<file path="src/rtl/bitwin_pkg.sv">
package bitwin_pkg;
  typedef enum logic [2:0] {
    RA_SHIFT  = 3'd0,
    RA_POWER  = 3'd1,
    RA_THR_HI = 3'd2,
    RA_THR_LO = 3'd3,
    RA_SH_MIN = 3'd4,
    RA_SH_MAX = 3'd5,
    RA_CTRL   = 3'd6
  } reg_addr_e;
endpackage

</file>
<file path="src/rtl/bitwin_power.sv">
module bitwin_power #(
  parameter int IN_W      = 12,
  parameter int BLOCK_LEN = 1024,
  parameter int ACC_W     = 33
) (
  input  logic                   clk,
  input  logic                   rst,
  input  logic                   in_valid,
  input  logic signed [IN_W-1:0] in_data,
  output logic                   blk_end,
  output logic [ACC_W-1:0]       blk_sum,
  output logic [ACC_W-1:0]       power_q
);
  localparam int CNT_W = $clog2(BLOCK_LEN);

  logic [CNT_W-1:0] cnt_q;
  logic [ACC_W-1:0] acc_q;

  function automatic logic [ACC_W-1:0] square(input logic signed [IN_W-1:0] x);
    logic signed [2*IN_W-1:0] p;
    p = x * x;
    return ACC_W'($unsigned(p));
  endfunction

  assign blk_end = in_valid && (cnt_q == CNT_W'(BLOCK_LEN - 1));
  assign blk_sum = acc_q + square(in_data);

  always_ff @(posedge clk) begin
    if (rst) begin
      cnt_q   <= '0;
      acc_q   <= '0;
      power_q <= '0;
    end else if (in_valid) begin
      if (blk_end) begin
        cnt_q   <= '0;
        acc_q   <= '0;
        power_q <= blk_sum;
      end else begin
        cnt_q <= cnt_q + 1'b1;
        acc_q <= blk_sum;
      end
    end
  end
endmodule

</file>
<file path="src/rtl/bitwin_shift_ctl.sv">
module bitwin_shift_ctl
  import bitwin_pkg::*;
#(
  parameter int              SH_W       = 4,
  parameter int              MAX_SH     = 8,
  parameter int              ACC_W      = 33,
  parameter int              REG_W      = 40,
  parameter longint unsigned THR_HI_RST = 64'd268435456,
  parameter longint unsigned THR_LO_RST = 64'd16777216
) (
  input  logic             clk,
  input  logic             rst,
  input  logic             reg_wr,
  input  logic [2:0]       reg_addr,
  input  logic [REG_W-1:0] reg_wdata,
  output logic [REG_W-1:0] reg_rdata,
  input  logic             blk_end,
  input  logic [ACC_W-1:0] blk_sum,
  input  logic [ACC_W-1:0] power_q,
  output logic [SH_W-1:0]  shift_q,
  output logic [SH_W-1:0]  sh_min_q,
  output logic [SH_W-1:0]  sh_max_q,
  output logic             step_up,
  output logic             step_dn,
  output logic             sw_wr_shift
);
  logic [REG_W-1:0] thr_hi_q, thr_lo_q, sum_ext;
  logic             track_en_q, above, below;
  reg_addr_e        addr;

  function automatic logic [SH_W-1:0] clamp_sh(input logic [REG_W-1:0] v);
    return (v > REG_W'(MAX_SH)) ? SH_W'(MAX_SH) : v[SH_W-1:0];
  endfunction

  assign addr        = reg_addr_e'(reg_addr);
  assign sum_ext     = REG_W'(blk_sum);
  assign above       = sum_ext > thr_hi_q;
  assign below       = sum_ext < thr_lo_q;
  assign step_up     = blk_end && track_en_q && above && (shift_q < sh_max_q);
  assign step_dn     = blk_end && track_en_q && !above && below && (shift_q > sh_min_q);
  assign sw_wr_shift = reg_wr && (addr == RA_SHIFT);

  always_ff @(posedge clk) begin
    if (rst) begin
      shift_q    <= SH_W'(MAX_SH);
      thr_hi_q   <= REG_W'(THR_HI_RST);
      thr_lo_q   <= REG_W'(THR_LO_RST);
      sh_min_q   <= '0;
      sh_max_q   <= SH_W'(MAX_SH);
      track_en_q <= 1'b1;
    end else begin
      if (sw_wr_shift)  shift_q <= clamp_sh(reg_wdata);
      else if (step_up) shift_q <= shift_q + 1'b1;
      else if (step_dn) shift_q <= shift_q - 1'b1;
      if (reg_wr) begin
        case (addr)
          RA_THR_HI: thr_hi_q   <= reg_wdata;
          RA_THR_LO: thr_lo_q   <= reg_wdata;
          RA_SH_MIN: sh_min_q   <= clamp_sh(reg_wdata);
          RA_SH_MAX: sh_max_q   <= clamp_sh(reg_wdata);
          RA_CTRL:   track_en_q <= reg_wdata[0];
          default: ;
        endcase
      end
    end
  end

  always_comb begin
    case (addr)
      RA_SHIFT:  reg_rdata = REG_W'(shift_q);
      RA_POWER:  reg_rdata = REG_W'(power_q);
      RA_THR_HI: reg_rdata = thr_hi_q;
      RA_THR_LO: reg_rdata = thr_lo_q;
      RA_SH_MIN: reg_rdata = REG_W'(sh_min_q);
      RA_SH_MAX: reg_rdata = REG_W'(sh_max_q);
      RA_CTRL:   reg_rdata = REG_W'(track_en_q);
      default:   reg_rdata = '0;
    endcase
  end
endmodule

</file>
<file path="src/rtl/bitwin_slicer.sv">
module bitwin_slicer #(
  parameter int IN_W  = 12,
  parameter int OUT_W = 4,
  parameter int SH_W  = 4
) (
  input  logic                    clk,
  input  logic                    rst,
  input  logic                    in_valid,
  input  logic signed [IN_W-1:0]  in_data,
  input  logic [SH_W-1:0]         shift,
  output logic                    out_valid,
  output logic signed [OUT_W-1:0] out_data
);
  function automatic logic signed [OUT_W-1:0] window_sat(
      input logic signed [IN_W-1:0] x, input logic [SH_W-1:0] sh);
    logic signed [IN_W-1:0] t;
    logic [IN_W-OUT_W:0]    upper;
    t     = x >>> sh;
    upper = t[IN_W-1:OUT_W-1];
    if ((&upper) || !(|upper)) return t[OUT_W-1:0];
    return t[IN_W-1] ? {1'b1, {(OUT_W-1){1'b0}}} : {1'b0, {(OUT_W-1){1'b1}}};
  endfunction

  always_ff @(posedge clk) begin
    if (rst) begin
      out_valid <= 1'b0;
      out_data  <= '0;
    end else begin
      out_valid <= in_valid;
      if (in_valid) out_data <= window_sat(in_data, shift);
    end
  end
endmodule

</file>
<file path="src/rtl/bitwin_adapt.sv">
module bitwin_adapt #(
  parameter int              IN_W       = 12,
  parameter int              OUT_W      = 4,
  parameter int              BLOCK_LEN  = 1024,
  parameter int              REG_W      = 40,
  parameter longint unsigned THR_HI_RST = 64'd268435456,
  parameter longint unsigned THR_LO_RST = 64'd16777216
) (
  input  logic             clk,
  input  logic             rst,
  input  logic             in_valid,
  input  logic [IN_W-1:0]  in_data,
  output logic             out_valid,
  output logic [OUT_W-1:0] out_data,
  input  logic             reg_wr,
  input  logic [2:0]       reg_addr,
  input  logic [REG_W-1:0] reg_wdata,
  output logic [REG_W-1:0] reg_rdata
);
  localparam int MAX_SH = IN_W - OUT_W;
  localparam int SH_W   = $clog2(MAX_SH + 1);
  localparam int ACC_W  = 2 * IN_W + $clog2(BLOCK_LEN) - 1;

  logic             blk_end, step_up, step_dn, sw_wr_shift;
  logic [ACC_W-1:0] blk_sum, power_q;
  logic [SH_W-1:0]  shift_q, sh_min_q, sh_max_q;
  logic signed [OUT_W-1:0] slice_out;

  bitwin_power #(.IN_W(IN_W), .BLOCK_LEN(BLOCK_LEN), .ACC_W(ACC_W)) u_pow (
    .clk(clk), .rst(rst), .in_valid(in_valid), .in_data(in_data),
    .blk_end(blk_end), .blk_sum(blk_sum), .power_q(power_q)
  );

  bitwin_shift_ctl #(
    .SH_W(SH_W), .MAX_SH(MAX_SH), .ACC_W(ACC_W), .REG_W(REG_W),
    .THR_HI_RST(THR_HI_RST), .THR_LO_RST(THR_LO_RST)
  ) u_ctl (
    .clk(clk), .rst(rst), .reg_wr(reg_wr), .reg_addr(reg_addr),
    .reg_wdata(reg_wdata), .reg_rdata(reg_rdata), .blk_end(blk_end),
    .blk_sum(blk_sum), .power_q(power_q), .shift_q(shift_q),
    .sh_min_q(sh_min_q), .sh_max_q(sh_max_q), .step_up(step_up),
    .step_dn(step_dn), .sw_wr_shift(sw_wr_shift)
  );

  bitwin_slicer #(.IN_W(IN_W), .OUT_W(OUT_W), .SH_W(SH_W)) u_slc (
    .clk(clk), .rst(rst), .in_valid(in_valid), .in_data(in_data),
    .shift(shift_q), .out_valid(out_valid), .out_data(slice_out)
  );

  assign out_data = slice_out;
endmodule

</file>
<file path="config.mk">
export PLATFORM = sky130hd
export DESIGN_NAME = bitwin_adapt
export DESIGN_NICKNAME = d
export VERILOG_FILES = /design/src/rtl/bitwin_pkg.sv /design/src/rtl/bitwin_power.sv /design/src/rtl/bitwin_shift_ctl.sv /design/src/rtl/bitwin_slicer.sv /design/src/rtl/bitwin_adapt.sv
export SDC_FILE = /design/constraint.sdc
export NUM_CORES = 1
export LEC_CHECK = 0
export BUFFER_PORTS_ARGS = -buffer_cell sky130_fd_sc_hd__buf_2
export CORE_ASPECT_RATIO = 0.9
export CORE_MARGIN = 8
export CORE_UTILIZATION = 55
export DETAILED_ROUTE_END_ITERATION = 12
export GPL_TIMING_DRIVEN = 1
export PLACE_DENSITY = 0.75
export SETUP_SLACK_MARGIN = 0.02
export SLEW_MARGIN = 20
export SYNTH_ARGS = -nofsm -noshare
export SYNTH_HDL_FRONTEND = slang
export SYNTH_SLANG_ARGS = --single-unit
</file>
<file path="constraint.sdc">
create_clock -name clk -period 19.7 [get_ports clk]
set_input_delay 0.985 -clock clk [delete_from_list [all_inputs] [get_ports clk]]
set_output_delay 0.985 -clock clk [all_outputs]
set_load 0.02 [all_outputs]
</file>
==> results of run 1 <==
[synth_stat cells (all sizes together), types with 12 or more instances]
library cell / n / share of area, %
nand2: 298 / 6.8
inv: 288 / 6.6
a21oi: 204 / 6.3
dfxtp: 174 / 21
ha: 158 / 12
nor2: 148 / 3.4
fa: 121 / 15
clkbuf: 89 / 2.2
mux2: 36 / 2.5
nand3: 35 / 1.1
xnor2: 33 / 1.8
a22oi: 31 / 1.5
o21ai: 31 / 0.94
xor2: 31 / 1.7
a21o: 29 / 1.3
nor2b: 27 / 1.0
nand4: 26 / 0.99
and2: 24 / 0.94
nor3: 24 / 0.76
mux2i: 23 / 1.4
nand2b: 21 / 0.80
nor4: 20 / 0.84
a31oi: 14 / 0.62
mux4: 13 / 1.8
and3: 12 / 0.46
[placed cells by master (no fill, tap or decap), types with 27 or more instances in the layout]
cell type  count
dfxtp_1      174
mux2_2        36
fa_1         121
xor2_1        31
o21ai_0       30
xnor2_1       33
nor2_1       146
inv_1        288
a21oi_1      202
nand2_1      298
a22oi_1       30
a21o_1        27
ha_1         158
nand3_1       35
buf_2        102
[registers in the layout, indices dropped and copies added (netlist names)]
signal / flops
u_ctl.sh_min_q: 4
u_ctl.track_en_q: 1
u_pow.acc_q: 33
u_slc.out_valid: 1
u_ctl.sh_max_q: 4
u_pow.cnt_q: 10
u_slc.out_data: 4
u_ctl.thr_lo_q: 40
u_pow.power_q: 33
u_ctl.thr_hi_q: 40
u_ctl.shift_q: 4
[per-layer routing]
metal	up-vias	part of all wire, %	global-route usage (%)
met5	-	0	0
met1	7031	43	32.1
li1	6875	-	-
met4	0	2.1	7.28
met2	540	48	39.7
met3	80	7.1	4.89
[layout make-up]
type / count / area, sq um / area share, %
antenna: 1 / 2.50 / 0.0141
clock buffer: 18 / 439 / 2.47
clock inverter: 14 / 181 / 1.02
inverter: 289 / 1080 / 6.10
multi-input combinational: 1479 / 11500 / 64.5
sequential: 174 / 3480 / 19.6
tap: 403 / 504 / 2.84
timing repair buffer: 115 / 608 / 3.42
[per-stage QoR]
stage	setup slack, ps	utilization, %
2_1_floorplan	9620	-
3_3_place_gp	8710	57.8
3_5_place_dp	8320	57.8
4_1_cts	8720	59.9
5_1_grt	7650	59.9
6_report	8460	59.9
[worst paths after layout]
kind                            slack, ps                             end                           start  cells past startpoint
worst max-delay path                 8460   u_ctl.shift_q[3]$_SDFFE_PP1P_                     in_data[11]                     41
worst min-delay path                  450  u_pow.power_q[19]$_SDFFE_PP0P_  u_pow.power_q[19]$_SDFFE_PP0P_                      2
worst min register to register        450  u_pow.power_q[19]$_SDFFE_PP0P_  u_pow.power_q[19]$_SDFFE_PP0P_                      2
worst max register to register      13810   u_ctl.shift_q[3]$_SDFFE_PP1P_     u_pow.acc_q[4]$_SDFFE_PP0P_                     22
[cell families after synthesis]
family | after synthesis | synth area share (%)
adders and majority gates | 279 | 26.7
buffers and inverters | 388 | 9.16
AOI/OAI and AO/OA | 394 | 15.3
and+or+nand+nor | 670 | 18.6
muxes | 72 | 5.65
DFF | 174 | 21.2
xor gates and xnor gates | 64 | 3.41
[worst reg2reg max path: cells and delay by family (launching register included)]
| kind | cells | cell delay (ps) |
|---|---|---|
| AOI/OAI and AO/OA | 10 | 2580 |
| and+or+nand+nor | 7 | 1370 |
| adders and majority gates | 3 | 930 |
| DFF | 1 | 330 |
| muxes | 1 | 320 |
| xor gates and xnor gates | 1 | 270 |
==> results summary, run 1 <==
The relative max-transition margin is 27.1%. The number of buffer and inverter instances along the worst setup path is 5. The first-pass GRT wire length is between 70000 and 80000 um. The smallest clock period supported by the final layout is computed as roughly 11000 ps. Once the floorplan was initialized, standard cells occupied between 50% and 60% of the core.

The count of unresolved DRC violations after routing came out at 0. The clock passes through at most 2 buffers. The final layout contains routed wiring with a total length of roughly 43000 um. The floorplan row count came out at 60.

The placement-stage cell area is ~17000 sq um. The cell area after layout is between 15000 and 20000 sq um. The number of design-rule violations left by the first detailed-router iteration is between 1000 and 1500. The maximum level of the CTS H-tree is 4. The critical path is of the primary input to flop type. The final worst clock skew came out at 10.1 ps. The clock net sink count came out at between 150 and 200. Derived from the worst setup path, the maximum achievable clock frequency is about 89 MHz.

Counting every instance in the synthesized netlist gives 2041. The global-route usage over all layers is 24.3%. The clock transition time at the flip-flop clock pins of the worst setup and hold paths is 70 ps. The flow ran to the end, and the final reports show no timing, DRC or antenna violations. The detailed-router iteration count before antenna repair is 8.

The number of max-slew violations in the final report came to 0. The number of filler instances in the final layout is roughly 2600. The count of hold buffers inserted by post-cts repair is 0.

After global routing the overflow that remains totals 0. The number of synthesis warnings came out at 0. The final setup violation count is 0. The number of different library cells in the post-synthesis netlist came out at 79.

The proportion of layout cells with a drive suffix above 1 is a little over a tenth. The count of buffers from port buffering came out at about 100. In this run, CTS created clock tree buffers numbering 17.

The critical path data required time came out at 20050 ps. For the worst-skew pair, the clock arrives at the later sink with an insertion delay of ~440 ps. The initial antenna violation count was 1. The post-DP HPWL came out at 32500 um. The number of violations of the max-capacitance limit is 0.

The number of placed cells counting well taps came out at approximately 2500. The worst setup path is captured at a flop. The min-delay analysis places its worst path in the category flop to flop.

Buffers added to address setup during post-CTS repair amount to 0. The area of the mapped netlist came out at about 16000 sq um. Hold timing on the final database bottoms out at a slack of about 450 ps. The portion of the post-synthesis area used by sequential elements came out at around a fifth. From synthesis to final layout, the design area changed by 8.05%. The part of the cycle the worst path needs came out at 57.0%. The top fanout value on the critical path came out at 26. The maximum number of pins on one net before global-route repair came out at 83. The average footprint of a synthesized cell came out at between 8 and 9 sq um. The slew at the pin with the worst max-slew slack came out at about 1100 ps.

In this run, post-CTS repair resized a total of 0 instances. The standard cell core area is slightly below 30000 sq um. The post-synthesis net count is between 2000 and 2500. The dominant synthesized flop cell is dfxtp_1. In the routed layout, each cell is associated on average with a via count of between 5 and 6. The wire length per cell is ~17 um. The count of boundary I/O pins is ~100. The worst setup path is launched from a primary input.

The post-synthesis sequential element count is around 170. The library cell contributing the largest single delay on the critical path is fa_1. The congestion estimate from routability-driven global placement came to 0.892. The largest single stage delay on the critical path is roughly 540 ps.

After the flow finishes, the layout carries non-filler instances totaling ~2500. Setup repair after global routing left no endpoint under its margin. The master cell of the clock root buffer is clkbuf_16. The net count of the finished layout came out at between 2000 and 2500. The setup total negative slack came out at 0 ps. The data arrival time of the worst path is about 12000 ps.

The number of hold violations in the final report is 0. The die is ~200 um wide. The die span in y came out at 180 um. Broken down by cell family, the worst path's largest delay share belongs to compound AO/OA/AOI/OAI gates. The routed layout has approximately 15000 vias. The number of nets with antenna violations after detailed routing came out at 0. The via count of the first global-routing pass is approximately 14000. The total die area is approximately 36000 sq um.

The CTS tree is built. In the synthesized netlist the async set-or-reset flop fraction comes to 0%. In this run, synthesis inferred 0 flip-flops with an integrated enable.
Power of run 1 is not shown: default switching activity piles up to over one toggle a cycle in this logic, so the estimate is an artifact.
==> run 2: changes to the inputs <==
--- a/config.mk
+++ b/config.mk
@@ -11,7 +11,7 @@
 export CORE_UTILIZATION = 55
 export DETAILED_ROUTE_END_ITERATION = 12
 export GPL_TIMING_DRIVEN = 1
-export PLACE_DENSITY = 0.75
+export PLACE_DENSITY = 0.78
 export SETUP_SLACK_MARGIN = 0.02
 export SLEW_MARGIN = 20
 export SYNTH_ARGS = -nofsm -noshare
==> constraint.sdc (replaced) <==
create_clock -name clk -period 9 [get_ports clk]
set_input_delay 0.45 -clock clk [delete_from_list [all_inputs] [get_ports clk]]
set_output_delay 0.45 -clock clk [all_outputs]
set_load 0.02 [all_outputs]
==> run 2 against run 1 <==
Non-clock buffer count grew 214. Routed wire length rose by 9.0%. Clock skew is 0.58 ps higher. Critical path depth is the same. Die area stayed put. First-iteration DRC count is 8.6% lower. Final cell count is 8.5% higher. Via count rose by 6.8%. Utilization rose by 7.4 points. Sequential share of layout area down 2.2 points. Count of clock-buffer cells in the layout fell by 1. Design area increased by 12%. Critical path type unchanged.
==> results summary, run 2 (synthesis results as in run 1) <==
Result of the run: finished clean (unchanged). The wire length per cell came out at 17.5 um (was 17.4 um). The slew at the pin with the worst max-slew slack came out at 1010 ps (was 1090 ps).

The leading cell type in the layout, fill and taps excluded was nand2_1 (unchanged). The total die area came to 35700 sq um (unchanged). The final worst clock skew is 10.7 ps (was 10.1 ps). The first-pass GRT wire length is 75000 um (was 71600 um). The area growth from synthesis to layout is 21.4% (was 8.05%).

The setup total negative slack came to 0 ps (unchanged). The CTS buffer count is 17 (unchanged). The clock transition time at the flip-flop clock pins of the worst setup and hold paths came out at 70 ps (about the same). The number of violations of the max-capacitance limit is 0 (unchanged).

The clock tree buffer depth came out at 2 (unchanged). The number of nets with antenna violations after detailed routing is 0 (unchanged). The post-DP HPWL is 35400 um (was 32500 um).

The proportion of layout cells with a drive suffix above 1 is 23.6% (was 10.9%). The global placer's final weighted congestion is 0.947 (was 0.892). The horizontal die dimension is 198 um (unchanged). The number of max-slew violations in the final report is 0 (unchanged).

The clock net sink count came out at 174 (unchanged). The total grt overflow is 0 (unchanged). Commonest cells after routing, fill and taps aside: 291 x nand2_1, 273 x inv_1, 220 x buf_4, 183 x a21oi_1, 174 x dfxtp_1 (was 298 x nand2_1, 288 x inv_1, 202 x a21oi_1, 174 x dfxtp_1, 158 x ha_1).

The count of buffers from port buffering is 103 (unchanged). The maximum level of the CTS H-tree was 4 (unchanged). The global-route usage over all layers is 25.5% (was 24.3%). The source of the critical timing path was in_data[6] (was in_data[11]).

The count of boundary I/O pins is 104 (unchanged). The via count of the first global-routing pass is 15500 (was 14300). The wire length after detailed routing is 47400 um (was 43500 um). The launching point of the worst reg2reg path is u_pow.acc_q[2]$_SDFFE_PP0P_ (was u_pow.acc_q[4]$_SDFFE_PP0P_). The maximum cell stage delay along the critical path was 570 ps (was 540 ps). The number of design-rule violations left by the first detailed-router iteration is 1106 (was 1210). The total inserted antenna cells came out at 0 (was 1). The ratio of routed vias to standard cells is 5.73 (was 5.83). The die span in y is 180 um (unchanged).

The number of hold violations in the final report came out at 0 (unchanged). Static timing analysis puts the maximum clock frequency at about 110 MHz. The kind of start point of the critical path was a primary input (unchanged). Largest registers: u_ctl.thr_hi_q: 40 flops, u_ctl.thr_lo_q: 40 flops (unchanged). The count of hold buffers inserted by post-cts repair is 0 (unchanged). The via count was 15500 (was 14500). The relative max-transition margin was 33.0% (was 27.1%). The initial antenna violation count came to 0 (was 1). Of the available clock period, the critical path in the final layout requires ~100%. The critical path endpoint category is a flop (unchanged). By instance count, the cell type seen most on the critical path is fa_1.

The insertion delay to the later sink of the worst-skew pair came out at 450 ps (was 440 ps). The floorplan row count came out at 60 (unchanged). The master cell of the clock root buffer is clkbuf_16 (unchanged). The critical path data required time came out at 9310 ps (was 20050 ps). The data arrival time of the worst path is 9300 ps (was 11590 ps).

The net count of the finished layout came out at 2628 (was 2414). The hold path startpoint is reg_wdata[33] (was u_pow.power_q[19]$_SDFFE_PP0P_). The shortest period the worst path allows came out at 8990 ps. The final setup violation count came out at 0 (unchanged). The CTS tree is built (unchanged). The top fanout value on the critical path is 5 (was 26).

RSZ-0062 raised after global routing: true (was false). The type of the tightest min-delay check is primary input to flop (was flop to flop). The maximum number of pins on one net before global-route repair is 88 (was 83).

The initial core utilization came out at 55.5% (unchanged). The category of the critical setup timing path is primary input to flop (unchanged). The count of unresolved DRC violations after routing came to 0 (unchanged).

The standard cell core area came out at 29700 sq um (unchanged). The library cell contributing the largest single delay on the critical path was fa_1 (unchanged). The detailed-router iteration count before antenna repair came to 5 (was 8).
[run 2: metal layers]
layer | vias up | wire (um) | track usage [%]
li1 | 7286 | - | -
met1 | 7548 | 19600 | 32.1
met2 | 562 | 23300 | 43.2
met3 | 122 | 3010 | 4.35
met4 | 0 | 1500 | 9.37
met5 | - | 0 | 0
[run 2: stage by stage]
step	setup slack [ps]	util [%]	hold WS (ps)	instances	instance area, sq um
6_report	10.0	67.3	256	2706	20000
5_1_grt	-310	67.3	259	2706	20000
4_1_cts	24.3	65.3	247	2686	19400
3_5_place_dp	-612	62.9	447	2652	18700
3_3_place_gp	-286	62.9	441	2652	18700
2_1_floorplan	30.1	-	433	2041	16500
[run 2: final timing paths]
check / slack [ps] / endpoint / depth (start not counted)
worst min register to register: 460 / u_pow.power_q[18]$_SDFFE_PP0P_ / 2
worst max register to register: 3680 / u_ctl.shift_q[3]$_SDFFE_PP1P_ / 24
worst min-delay path: 260 / u_ctl.thr_hi_q[33]$_SDFFE_PP0P_ / 3
worst max-delay path: 10 / u_ctl.shift_q[3]$_SDFFE_PP1P_ / 41
[run 2: cell type report]
type / count / area (sq um)
flip-flops and latches: 174 / 3480
clock inverters: 15 / 184
fillers: 2383 / 9690
multi-input cells: 1479 / 12000
repair buffers: 329 / 2280
inverters: 289 / 1090
clock buffers: 17 / 425
well taps: 403 / 504
[run 2: what timing repair did]
item,CTS,global route
pin swaps,7,50
endpoints found under the setup margin,3,4
setup buffers,2,20
resized for setup,16,117
hold endpoints to repair,0,0
[run 2: critical path: cells and delay by family]
| family | cells | cell delay, ps |
|---|---|---|
| buffers and inverters | 5 | 470 |
| adders and majority gates | 9 | 4050 |
| xor gates and xnor gates | 2 | 320 |
| and+or+nand+nor | 11 | 1290 |
| AOI/OAI and AO/OA | 14 | 2710 |
Power of run 2 is left out for the same reason.
==> run 3: changes to the inputs <==
--- a/config.mk
+++ b/config.mk
@@ -6,12 +6,12 @@
 export NUM_CORES = 1
 export LEC_CHECK = 0
 export BUFFER_PORTS_ARGS = -buffer_cell sky130_fd_sc_hd__buf_2
-export CORE_ASPECT_RATIO = 0.9
 export CORE_MARGIN = 8
 export CORE_UTILIZATION = 55
+export CTS_BUF_LIST = sky130_fd_sc_hd__clkbuf_16
 export DETAILED_ROUTE_END_ITERATION = 12
 export GPL_TIMING_DRIVEN = 1
-export PLACE_DENSITY = 0.78
+export PLACE_DENSITY = 0.75
 export SETUP_SLACK_MARGIN = 0.02
 export SLEW_MARGIN = 20
 export SYNTH_ARGS = -nofsm -noshare
==> constraint.sdc (replaced) <==
create_clock -name clk -period 9.1 [get_ports clk]
set_input_delay 0.455 -clock clk [delete_from_list [all_inputs] [get_ports clk]]
set_output_delay 0.455 -clock clk [all_outputs]
set_load 0.02 [all_outputs]
==> run 3 against run 2 <==
Clock skew decreased by 2.7 ps. Sequential share of layout area up 0.22 points. Register-to-register slack gained 120 ps. Routed wire length shrank 1.4%. Via count is 1.1% lower. Global-route usage decreased by 0.28 points. Final cell count is 1.4% lower. First-iteration DRC count rose by 23%.
==> results summary, run 3 (synthesis results as in run 1) <==
The shortest period the worst path allows came out at slightly below 9000 ps. The number of violations of the max-capacitance limit came to 0 (unchanged). The count of unresolved DRC violations after routing is 0 (unchanged). The clock tree buffer depth came out at 2 (unchanged).

The post-DP HPWL was 34900 um (was 35400 um). The standard cell core area is 29600 sq um (was 29700 sq um). The total die area is 35700 sq um (about the same).

The clock transition time at the flip-flop clock pins of the worst setup and hold paths came out at 70 ps (about the same). The global-route usage over all layers came out at 25.2% (was 25.5%). The number of hold violations in the final report came out at 0 (unchanged). The wire length after detailed routing came to 46700 um (was 47400 um). The kind of start point of the critical path is a primary input (unchanged). The die span in y is 189 um (was 180 um).

The initial antenna violation count is 1 (was 0). The proportion of layout cells with a drive suffix above 1 is 22.0% (was 23.6%). The total grt overflow is 0 (unchanged). The data arrival time of the worst path came out at 9190 ps (was 9300 ps).

The maximum cell stage delay along the critical path came out at 550 ps (was 570 ps). The ratio of routed vias to standard cells came out at 5.76 (was 5.73). The slew at the pin with the worst max-slew slack came out at 1250 ps (was 1010 ps). The worst slack on hold paths came to 276 ps (was 256 ps).

The area growth from synthesis to layout is 19.8% (was 21.4%). The count of boundary I/O pins came out at 104 (unchanged). Largest registers: u_ctl.thr_hi_q: 40 flops, u_ctl.thr_lo_q: 40 flops (unchanged). The category of the critical setup timing path is primary input to flop (unchanged). The final setup violation count came to 0 (unchanged).

The global placer's final weighted congestion came to 0.952 (was 0.947). The relative max-transition margin came out at 16.3% (was 33.0%). The count of hold buffers inserted by post-cts repair is 0 (unchanged). The detailed-router iteration count before antenna repair came out at 6 (was 5). The initial core utilization is 55.6% (was 55.5%). The path depth of the worst reg2reg path came out at 25 (was 24). The part of the cycle the worst path needs is just under 100%. The clock net sink count was 174 (unchanged). The CTS tree was built (unchanged).

The CTS buffer count is 17 (unchanged). The number of design-rule violations left by the first detailed-router iteration came to 1364 (was 1106). The wire length per cell is 17.5 um (about the same). The worst reg-to-reg setup slack came to 3800 ps (was 3680 ps). The via count of the first global-routing pass is 15300 (was 15500). The worst hold path stage count is 3 (unchanged).

The net count of the finished layout came out at 2602 (was 2628). The count of buffers from port buffering is 103 (unchanged). The critical path endpoint category is a flop (unchanged).

The critical path data required time came out at 9390 ps (was 9310 ps). The floorplan row count came out at 63 (was 60). Result of the run: finished clean (unchanged). The upper clock frequency limit is around 110 MHz. The insertion delay to the later sink of the worst-skew pair came out at 430 ps (was 450 ps). The type of the tightest min-delay check was primary input to flop (unchanged). The master cell of the clock root buffer is clkbuf_16 (unchanged). The maximum level of the CTS H-tree came out at 4 (unchanged). Commonest cells after routing, fill and taps aside: 294 x nand2_1, 279 x inv_1, 197 x buf_4, 183 x a21oi_1, 174 x dfxtp_1 (was 291 x nand2_1, 273 x inv_1, 220 x buf_4, 183 x a21oi_1, 174 x dfxtp_1). The final worst clock skew came to 8.00 ps (was 10.7 ps).

The number of nets with antenna violations after detailed routing came out at 0 (unchanged). The via count came out at 15400 (was 15500). The library cell contributing the largest single delay on the critical path is fa_1 (unchanged). The setup total negative slack came out at 0 ps (unchanged).

The first-pass GRT wire length is 74500 um (was 75000 um). The maximum number of pins on one net before global-route repair is 72 (was 88). The horizontal die dimension came out at 189 um (was 198 um). The leading cell type in the layout, fill and taps excluded was nand2_1 (unchanged). The top fanout value on the critical path came to 5 (unchanged).

RSZ-0062 raised after global routing: true (unchanged). The number of max-slew violations in the final report was 0 (unchanged).
[run 3: changes by cell type in the layout (fill, tap and decap cells not counted), moves of 4 or more]
| cell | delta |
|---|---|
| buf_4 | -23 |
| buf_6 | -7 |
| inv_1 | +6 |
| nor2_1 | +6 |
| inv_6 | -4 |
| xor2_1 | +4 |
| xor2_2 | -4 |
[run 3: final cells by class]
cell class / instances / area, sq um
tap: 390 / 488
clock buffer: 17 / 425
sequential: 174 / 3480
fill: 2428 / 9850
inverter: 289 / 1090
clock inverter: 15 / 154
timing repair buffer: 303 / 2080
antenna: 1 / 2.50
multi-input combinational: 1479 / 12000
[run 3: worst paths after layout]
kind	start	endpoint
max reg2reg	u_pow.acc_q[3]$_SDFFE_PP0P_	u_ctl.shift_q[3]$_SDFFE_PP1P_
min reg2reg	u_pow.power_q[11]$_SDFFE_PP0P_	u_pow.power_q[11]$_SDFFE_PP0P_
min	reg_wdata[21]	u_ctl.thr_hi_q[21]$_SDFFE_PP0P_
max	in_data[0]	u_ctl.shift_q[3]$_SDFFE_PP1P_
[run 3: per-stage QoR]
stage | setup slack [ps] | instances | utilization [%] | area (sq um)
floorplan | 21.0 | 2041 | - | 16500
global placement | -163 | 2619 | 62.6 | 18500
detailed placement | -468 | 2619 | 62.6 | 18500
CTS | 38.7 | 2651 | 64.6 | 19100
global route | -209 | 2668 | 66.7 | 19700
finish | 199 | 2668 | 66.7 | 19700
[run 3: per-layer routing]
metal | GRT usage, % | wire (um) | vias up
li1 | - | - | 7233
met4 | 9.29 | 1570 | 0
met3 | 3.83 | 2840 | 131
met1 | 31.9 | 19300 | 7439
met2 | 43.1 | 23000 | 552
met5 | 0 | 0 | -
[run 3: repair_timing]
| item | 4_1_cts | 5_1_grt |
|---|---|---|
| setup buffers | 0 | 16 |
| pin swaps | 0 | 63 |
| endpoints found under the setup margin | 1 | 4 |
| resized for setup | 3 | 111 |
[run 3: worst max-delay path: cells and delay by family]
kind / cells / cell delay, ps
buffers and inverters: 7 / 490
XOR/XNOR: 1 / 100
adder cells (fa/ha/maj): 9 / 3770
AO/OA/AOI/OAI: 16 / 3250
AND/OR/NAND/NOR: 9 / 1120
Power of run 3 is left out for the same reason.
